==> config.mk <==
export PLATFORM = sky130hd
export DESIGN_NAME = vliw_action_unit
export DESIGN_NICKNAME = d
export VERILOG_FILES = /design/src/rtl/vliw_act_pkg.sv /design/src/rtl/vliw_imem.sv /design/src/rtl/vliw_operand_sel.sv /design/src/rtl/vliw_slot_alu.sv /design/src/rtl/vliw_action_unit.sv
export SDC_FILE = /design/constraint.sdc
export NUM_CORES = 1
export LEC_CHECK = 0
export ABC_AREA = 1
export CORE_MARGIN = 5
export CORE_UTILIZATION = 53
export CTS_CLUSTER_DIAMETER = 100
export CTS_CLUSTER_SIZE = 12
export DETAILED_ROUTE_END_ITERATION = 8
export HOLD_SLACK_MARGIN = 0.03
export PLACE_DENSITY = 0.76
export SYNTH_ARGS = -nofsm -noshare
export SYNTH_HDL_FRONTEND = slang
export SYNTH_SLANG_ARGS = --single-unit
==> constraint.sdc <==
create_clock -name clk -period 2.65 [get_ports clk]
set_input_delay 0.53 -clock clk [delete_from_list [all_inputs] [get_ports clk]]
set_output_delay 0.53 -clock clk [all_outputs]
set_load 0.03 [all_outputs]
==> src/rtl/vliw_act_pkg.sv <==
package vliw_act_pkg;

    // Per-slot operation codes; values are part of the instruction format.
    typedef enum logic [2:0] {
        OP_NOP  = 3'd0,
        OP_SET  = 3'd1,
        OP_COPY = 3'd2,
        OP_ADD  = 3'd3,
        OP_SUB  = 3'd4,
        OP_AND  = 3'd5,
        OP_OR   = 3'd6,
        OP_RSV  = 3'd7
    } slot_op_e;

    localparam int OP_W = 3;

    // Selector width for a given slot count (at least one bit).
    function automatic int sel_width(input int slots);
        return (slots > 1) ? $clog2(slots) : 1;
    endfunction

    // Width of one slot's control field.
    function automatic int field_width(input int slots);
        return OP_W + 2 * sel_width(slots);
    endfunction

endpackage

==> src/rtl/vliw_imem.sv <==
module vliw_imem #(
    parameter int DEPTH = 8,
    parameter int AW    = 3,
    parameter int IW    = 29
) (
    input  logic          clk,
    input  logic          rst,
    input  logic          we,
    input  logic [AW-1:0] waddr,
    input  logic [IW-1:0] wdata,
    input  logic [AW-1:0] raddr,
    output logic [IW-1:0] rdata
);

    logic [IW-1:0] mem [DEPTH];

    // Registered read; a same-cycle write is seen only by later reads.
    always_ff @(posedge clk) begin
        if (rst) begin
            for (int k = 0; k < DEPTH; k++) begin
                mem[k] <= '0;
            end
            rdata <= '0;
        end else begin
            rdata <= mem[raddr];
            if (we) begin
                mem[waddr] <= wdata;
            end
        end
    end

    // a written word is held at its address on the following cycle
    assert_cfg_write_R3: assert property (@(posedge clk) disable iff (rst)
        we |=> mem[$past(waddr)] == $past(wdata));

endmodule

==> src/rtl/vliw_operand_sel.sv <==
module vliw_operand_sel #(
    parameter int NS = 4,
    parameter int W  = 8,
    parameter int SW = 2
) (
    input  logic [NS*W-1:0] hdr_vec,
    input  logic [NS*W-1:0] imm_vec,
    input  logic [SW-1:0]   src_sel,
    input  logic [SW-1:0]   imm_sel,
    output logic [W-1:0]    src_val,
    output logic [W-1:0]    imm_val
);

    // Sources always come from the pre-action vector.
    always_comb begin
        src_val = hdr_vec[src_sel*W +: W];
        imm_val = imm_vec[imm_sel*W +: W];
    end

endmodule

==> src/rtl/vliw_slot_alu.sv <==
module vliw_slot_alu
    import vliw_act_pkg::*;
#(
    parameter int W = 8
) (
    input  slot_op_e     op,
    input  logic [W-1:0] cur,
    input  logic [W-1:0] src_val,
    input  logic [W-1:0] imm_val,
    output logic [W-1:0] res
);

    always_comb begin
        case (op)
            OP_SET:  res = imm_val;
            OP_COPY: res = src_val;
            OP_ADD:  res = cur + imm_val;
            OP_SUB:  res = cur - imm_val;
            OP_AND:  res = cur & imm_val;
            OP_OR:   res = cur | imm_val;
            default: res = cur;
        endcase
    end

endmodule

==> src/rtl/vliw_action_unit.sv <==
module vliw_action_unit
    import vliw_act_pkg::*;
#(
    parameter int NS    = 4,
    parameter int W     = 8,
    parameter int DEPTH = 8,
    parameter int AW    = (DEPTH > 1) ? $clog2(DEPTH) : 1,
    parameter int SW    = sel_width(NS),
    parameter int SF    = field_width(NS),
    parameter int IW    = NS * SF + 1
) (
    input  logic            clk,
    input  logic            rst,
    input  logic            in_valid,
    input  logic [NS*W-1:0] in_hdr,
    input  logic            in_hit,
    input  logic [AW-1:0]   in_act_idx,
    input  logic [NS*W-1:0] in_act_data,
    input  logic [AW-1:0]   dflt_idx,
    input  logic            cfg_we,
    input  logic [AW-1:0]   cfg_addr,
    input  logic [IW-1:0]   cfg_word,
    output logic            out_valid,
    output logic [NS*W-1:0] out_hdr,
    output logic            out_drop
);

    localparam int HW       = NS * W;
    localparam int DROP_BIT = IW - 1;

    typedef struct packed {
        slot_op_e      op;
        logic [SW-1:0] src;
        logic [SW-1:0] isel;
    } slot_ctl_t;

    // ---------------- stage 1: instruction fetch ----------------
    logic [AW-1:0] fetch_idx;
    logic [IW-1:0] inst_q;
    logic          s1_valid;
    logic [HW-1:0] s1_hdr;
    logic [HW-1:0] s1_imm;

    assign fetch_idx = in_hit ? in_act_idx : dflt_idx;

    vliw_imem #(
        .DEPTH (DEPTH),
        .AW    (AW),
        .IW    (IW)
    ) u_imem (
        .clk   (clk),
        .rst   (rst),
        .we    (cfg_we),
        .waddr (cfg_addr),
        .wdata (cfg_word),
        .raddr (fetch_idx),
        .rdata (inst_q)
    );

    always_ff @(posedge clk) begin
        if (rst) begin
            s1_valid <= 1'b0;
            s1_hdr   <= '0;
            s1_imm   <= '0;
        end else begin
            s1_valid <= in_valid;
            s1_hdr   <= in_hdr;
            s1_imm   <= in_act_data;
        end
    end

    // ---------------- stage 2: execute ----------------
    slot_ctl_t     ctl [NS];
    logic [HW-1:0] exec_hdr;

    for (genvar i = 0; i < NS; i++) begin : g_slot
        logic [W-1:0] src_val;
        logic [W-1:0] imm_val;

        assign ctl[i] = slot_ctl_t'(inst_q[i*SF +: SF]);

        vliw_operand_sel #(
            .NS (NS),
            .W  (W),
            .SW (SW)
        ) u_sel (
            .hdr_vec (s1_hdr),
            .imm_vec (s1_imm),
            .src_sel (ctl[i].src),
            .imm_sel (ctl[i].isel),
            .src_val (src_val),
            .imm_val (imm_val)
        );

        vliw_slot_alu #(
            .W (W)
        ) u_alu (
            .op      (ctl[i].op),
            .cur     (s1_hdr[i*W +: W]),
            .src_val (src_val),
            .imm_val (imm_val),
            .res     (exec_hdr[i*W +: W])
        );

        // no-op and reserved codes leave the slot as it came in
        assert_slot_hold_R5: assert property (@(posedge clk) disable iff (rst)
            (s1_valid && (ctl[i].op == OP_NOP || ctl[i].op == OP_RSV))
            |=> out_hdr[i*W +: W] == $past(s1_hdr[i*W +: W]));

        // copy reads the pre-action value of the chosen slot
        assert_copy_source_R7: assert property (@(posedge clk) disable iff (rst)
            (s1_valid && ctl[i].op == OP_COPY)
            |=> out_hdr[i*W +: W] == $past(s1_hdr[ctl[i].src*W +: W]));
    end

    always_ff @(posedge clk) begin
        if (rst) begin
            out_valid <= 1'b0;
            out_drop  <= 1'b0;
            out_hdr   <= '0;
        end else begin
            out_valid <= s1_valid;
            out_drop  <= s1_valid & inst_q[DROP_BIT];
            out_hdr   <= exec_hdr;
        end
    end

    // valid moves through both stages, one per cycle
    assert_fetch_flow_R1: assert property (@(posedge clk) disable iff (rst)
        in_valid |=> s1_valid);

    assert_exec_flow_R1: assert property (@(posedge clk) disable iff (rst)
        s1_valid |=> out_valid);

    assert_no_ghost_R1: assert property (@(posedge clk) disable iff (rst)
        !s1_valid |=> !out_valid);

    // a drop is only ever flagged on a valid result
    assert_drop_gated_R10: assert property (@(posedge clk) disable iff (rst)
        out_drop |-> out_valid);

endmodule

== After elaboration in Yosys (flattened, before gate mapping) ==
Memory sizes are Yosys's and may differ from the RTL's. A register that Yosys moved wholly into a read port is not among the register bits.
Cells that the tools add are included.
Storage, ports and cells
  register bits: 99
  RAM bits: 232
  memories: 1
  word-level logic and storage cells: 70
  output and inout port bits: 34
  bits of input ports: 107
Memory list
  u_imem.mem: words 8, width 29, rd ports 1, clocked after memory_dff 1, wr ports 8, RTL line vliw_imem.sv:15  | logic [IW-1:0] mem [DEPTH];
Cells by class
  bitwise operators: 9
  multiplexer cells: 13
  eq/ne operators: 24
  shift operators: 8
  reductions and logical operators: 1
  $add $sub $neg: 8
Operators by type and width (number)
  32-bit by 6-bit indexed part select with 8-bit output: 8
  8-bit one-hot mux with 6 select lines: 4
  3-bit equality test, second input constant: 12
  8-bit adder: 4
  8-bit AND: 4
  8-bit OR: 4
  8-bit subtractor: 4
  29-bit two-way mux: 1
  29-bit OR reduction: 1
  3-bit by 2-bit equality test with 1-bit output, second input constant: 8
  3-bit by 1-bit equality test with 1-bit output, second input constant: 4
  1-bit two-way mux: 6
  3-bit two-way mux: 2
  1-bit AND: 1

== Depth between registers and ports, before layout ==
  depth after elaboration: 5
  depth in mapped cells: 21
  depth with buffers taken out: 19

== By module ==
A second synthesis with hierarchy kept.
Second synthesis, totals
  cells, all modules: 3119
  area, all modules: 21584.5 um2
Modules (own cells, without submodules)
  vliw_imem: cells each 1349, seq. area each 7547.2 um2, times used 1, area each 11901.4 um2
  vliw_slot_alu: cells each 175, seq. area each 0.0 um2, times used 4, area each 920.9 um2
  vliw_operand_sel: cells each 188, seq. area each 0.0 um2, times used 4, area each 790.8 um2
  vliw_action_unit: cells each 318, seq. area each 1981.9 um2, times used 1, area each 2836.5 um2

== Least setup slack after synthesis ==
OpenSTA, ideal clock, no wires.
  kind: reg-to-reg
  from: register u_imem.rdata[0] (read register of u_imem.mem)
  to: register out_hdr[6]
  stages on the path, launching flop included: 20
  required time: 2.528 ns
  slack: -0.044 ns
  library setup time: 0.122 ns
  arrival: 2.572 ns
  clock period less this slack: 2.694 ns
  buffers on the path: 2
  cell sequence: dfxtp_1 buf_6 inv_4 buf_6 nand2_1 nand3_1 nand2_2 ha_1 o21ai_0 inv_1 fa_1 inv_1 nand2_1 a21oi_1 o21ai_0 nand2_1 a21oi_1 or2_2 nand3_1 a21oi_1
Between the ends
  cells in the longest elaborated chain, start to end: 3
  elaborated cells on any way between the ends: 6
  those cells by class: 2 x add/sub; 1 x shift; 1 x mux; 2 x bitwise
Ends and longest elaborated chain
  start: declaration: RTL line vliw_imem.sv:12  | output logic [IW-1:0] rdata
  32-bit by 6-bit indexed part select with 8-bit output *: RTL line vliw_operand_sel.sv:17  | imm_val = imm_vec[imm_sel*W +: W];
  8-bit subtractor, or another cell as far along: RTL line vliw_slot_alu.sv:18  | OP_SUB: res = cur - imm_val;
  8-bit one-hot mux with 6 select lines *: RTL line vliw_slot_alu.sv:14  | case (op)
  end signal: assignment: RTL line vliw_action_unit.sv:124  | out_hdr <= exec_hdr;
  end: declaration: RTL line vliw_action_unit.sv:24  | output logic [NS*W-1:0] out_hdr,
Every way passes the cells marked *; elsewhere a longest branch is shown, timed or not.
A chain may end at the register's enable or synchronous reset.

== Worst setup path in the final report ==
  from: register u_imem.rdata[21] (read register of u_imem.mem)
  to: register out_hdr[31]
Same word-level chain as after synthesis.

==> results.tsv <==
metric	value	unit
hp-class	reg2reg	
clkLatencyLatePin	560	ps
port_buffers	140	
clk_path_buf_depth	3	
track_usage	0.300	
yosys.area_share.simple	0.223	
synth_compound_area_frac	0.143	
start_util	0.537	
syn_avg_cell_area	8.09	sq um
die_area	38900	sq um
critPathRequiredTime	3140	ps
startpoint_type	flip-flop	
fin_skew	20.2	ps
dr.pass1.iters	5	
status	completed	
ys_seq_area_frac	0.513	
worst-path-buf-inv	3	
synthXorXnorAreaFrac	0.00942	
htree_levels	2	
synthArstFlopShare	0	
cellPowerDensity	689	nW/um^2
cp-end-kind	flip-flop	
maxCapViolCount	0	
fin_ws	117	ps
syn_to_final_growth	21.9	%
core	34600	sq um
drc	0	
netlist_area	18600	sq um
boundaryPins	141	
nets	2646	
path_delay_family	compound AO/OA/AOI/OAI gates	
slew_headroom	0.495	
grt_pass1_wl	91.4	mm
vdd.ir_drop.worst	0.000524	V
hold_viol	0	
grt-ovfl-total	0	
yosysMostFrequentCell	nor2_1	
diodes	0	
crit_type	reg2reg	
fmaxAchievable	395	MHz
vias	17100	
routabilityCongestion	1.01	
yosys-top-cells-count	nor2_1 (532), nand2_1 (330), edfxtp_1 (232)	
crit_path_top_delay_cell	dfxtp_4	
grt_max_degree	90	
cp.arrival	3030	ps
drtIter0Drc	1416	
pre_cts_ws	-131	ps
std_cell_rows	68	
cts_tree	done	
synth_edf_count	232	
synth_mux_area_frac	0	
synth_fa_ha_area_frac	0.0312	
antenna_found_initial	2	
leakage	9.38	nW
synth-seq-cells	360	
min_period_over_period	0.956	
grt_pass1_vias	16500	
cpMostUsedCell	a21oi_2	
wl	60.0	mm
clock_sinks	360	
hpwl	41.3	mm
cts_buffers	35	
num-fill-cells	2894	
ys_warn_count	0	
wl_per_cell	20.2	microns
synth_area_leaders	edfxtp_1 (37%), dfxtp_1 (14%), nor2_1 (11%)	
syn_nets	2448	
clkTransAtPathRegs	70	ps
slew_viol_final	0	
via_per_inst	5.76	
synth_cell_types	42	
netlist_instances	2297	
dieHeight	197	microns
synth.largest_area_cell	edfxtp_1	
critPathMaxStageDelay	430	ps
clock-root-buffer	clkbuf_16	
hold_ws	420	ps
synth_top_area_share	0.375	
ant_nets	0	
max_slew.worst_pin.slew	752	ps
synth-main-ff-cell	edfxtp_1	
drive_gt1_frac	0.129	
crit_path_cell_trace	inv_8 -> nand2_2 -> nand3_2 -> nand2_2 -> ha_2 -> inv_2 -> nor3_2 -> a31oi_1 -> xor2_1 -> ha_1 -> a21oi_2 -> o21ai_1 -> a21oi_2 -> inv_1 -> nand2_1 -> nand3_2 -> a21oi_2	
synth_top_family_by_area	simple AND/OR/NAND/NOR gates	
setup-violations-final	0	
fin_crit	2530	ps
fp.dieW	197	microns
cp_max_fo	8	
[state kept, by name, indices dropped and copies added, names as in the netlist]
signal	count
u_imem.mem	232
out_hdr	32
s1_hdr	32
s1_imm	32
u_imem.rdata	29
out_drop	1
out_valid	1
s1_valid	1
[cells in the final DEF, fill, tap and decap left out, types with 10 or more instances in the layout]
| cell | Yosys | final |
|---|---|---|
| nor2_1 | 532 | 527 |
| nand2_1 | 330 | 313 |
| edfxtp_1 | 232 | 232 |
| inv_1 | 229 | 217 |
| o21ai_0 | 190 | 181 |
| clkdlybuf4s50_1 | 0 | 139 |
| dfxtp_1 | 128 | 112 |
| nand3_1 | 125 | 106 |
| buf_4 | 6 | 106 |
| a21oi_1 | 111 | 93 |
| o21ai_1 | 81 | 84 |
| clkbuf_16 | 0 | 37 |
| a31oi_1 | 33 | 33 |
| ha_1 | 40 | 32 |
| o22ai_1 | 31 | 31 |
| nand2_2 | 15 | 29 |
| nand3_2 | 4 | 23 |
| clkbuf_1 | 67 | 20 |
| a21oi_2 | 0 | 18 |
| inv_2 | 5 | 17 |
| buf_12 | 0 | 12 |
| a41oi_1 | 13 | 11 |
| dfxtp_2 | 0 | 10 |
[worst min-delay path, stage by stage, from the launching register on]
cell	delay, ps
dfxtp_1	290
nand2_1	50
nor2_1	30
[kinds of logic after synthesis]
group,Yosys count
buffers and inverters,354
flip-flops,360
adder cells (fa/ha/maj),44
XOR/XNOR,20
AO/OA/AOI/OAI,489
AND/OR/NAND/NOR,1030
[layout make-up]
type / count / area, sq um / share of cell area
Multi-Input combinational cell: 1583 / 7980 / 0.352
Timing Repair Buffer: 270 / 2600 / 0.115
Clock buffer: 55 / 951 / 0.0420
Inverter: 245 / 942 / 0.0416
Tap cell: 455 / 569 / 0.0251
Sequential cell: 360 / 9560 / 0.422
Clock inverter: 3 / 55.1 / 0.00243
[through the flow]
step	TNS [ps]	total power, W	instance area, sq um	util	instances
final	0	0.0156	22700	0.654	2971
after global placement	-218	0.0106	21100	0.608	2904
after global routing	-157	0.0164	22700	0.654	2971
after CTS	0	0.0153	22100	0.638	2962
after floorplan	0	0.00914	18600	-	2297
after detailed placement	-469	0.0107	21100	0.608	2904
[where the power goes]
group,leakage [nW],switching [W],total (W),internal (W)
registers,3.29,0.000280,0.00667,0.00639
clock network,0.478,0.00212,0.00460,0.00248
logic,5.61,0.00262,0.00435,0.00172
total,9.38,0.00502,0.0156,0.0106
[path summary, 6_finish.rpt]
kind | cells after the start | slack (ps) | start | to
setup / recovery | 17 | 120 | u_imem.rdata[21]$_SDFF_PP0_ | out_hdr[31]$_SDFF_PP0_
hold / removal | 2 | 420 | u_imem.rdata[28]$_SDFF_PP0_ | out_drop$_SDFF_PP0_
setup reg to reg | 17 | 120 | u_imem.rdata[21]$_SDFF_PP0_ | out_hdr[31]$_SDFF_PP0_
hold reg to reg | 2 | 420 | u_imem.rdata[28]$_SDFF_PP0_ | out_drop$_SDFF_PP0_
[per-layer routing]
metal	vias to the layer above	track usage	wire length, microns
met5	-	0	13
met4	2	0.138	2840
met3	178	0.0532	4900
met2	826	0.499	29000
met1	8057	0.385	23300
li1	8038	-	-
[repair_timing]
item	in CTS	in global routing
pin swaps	2	38
setup endpoints to repair	8	18
hold buffers	0	0
resized for setup	14	133
cloned	0	3
buffers inserted	0	7
Power figures use the tool's default switching activity.
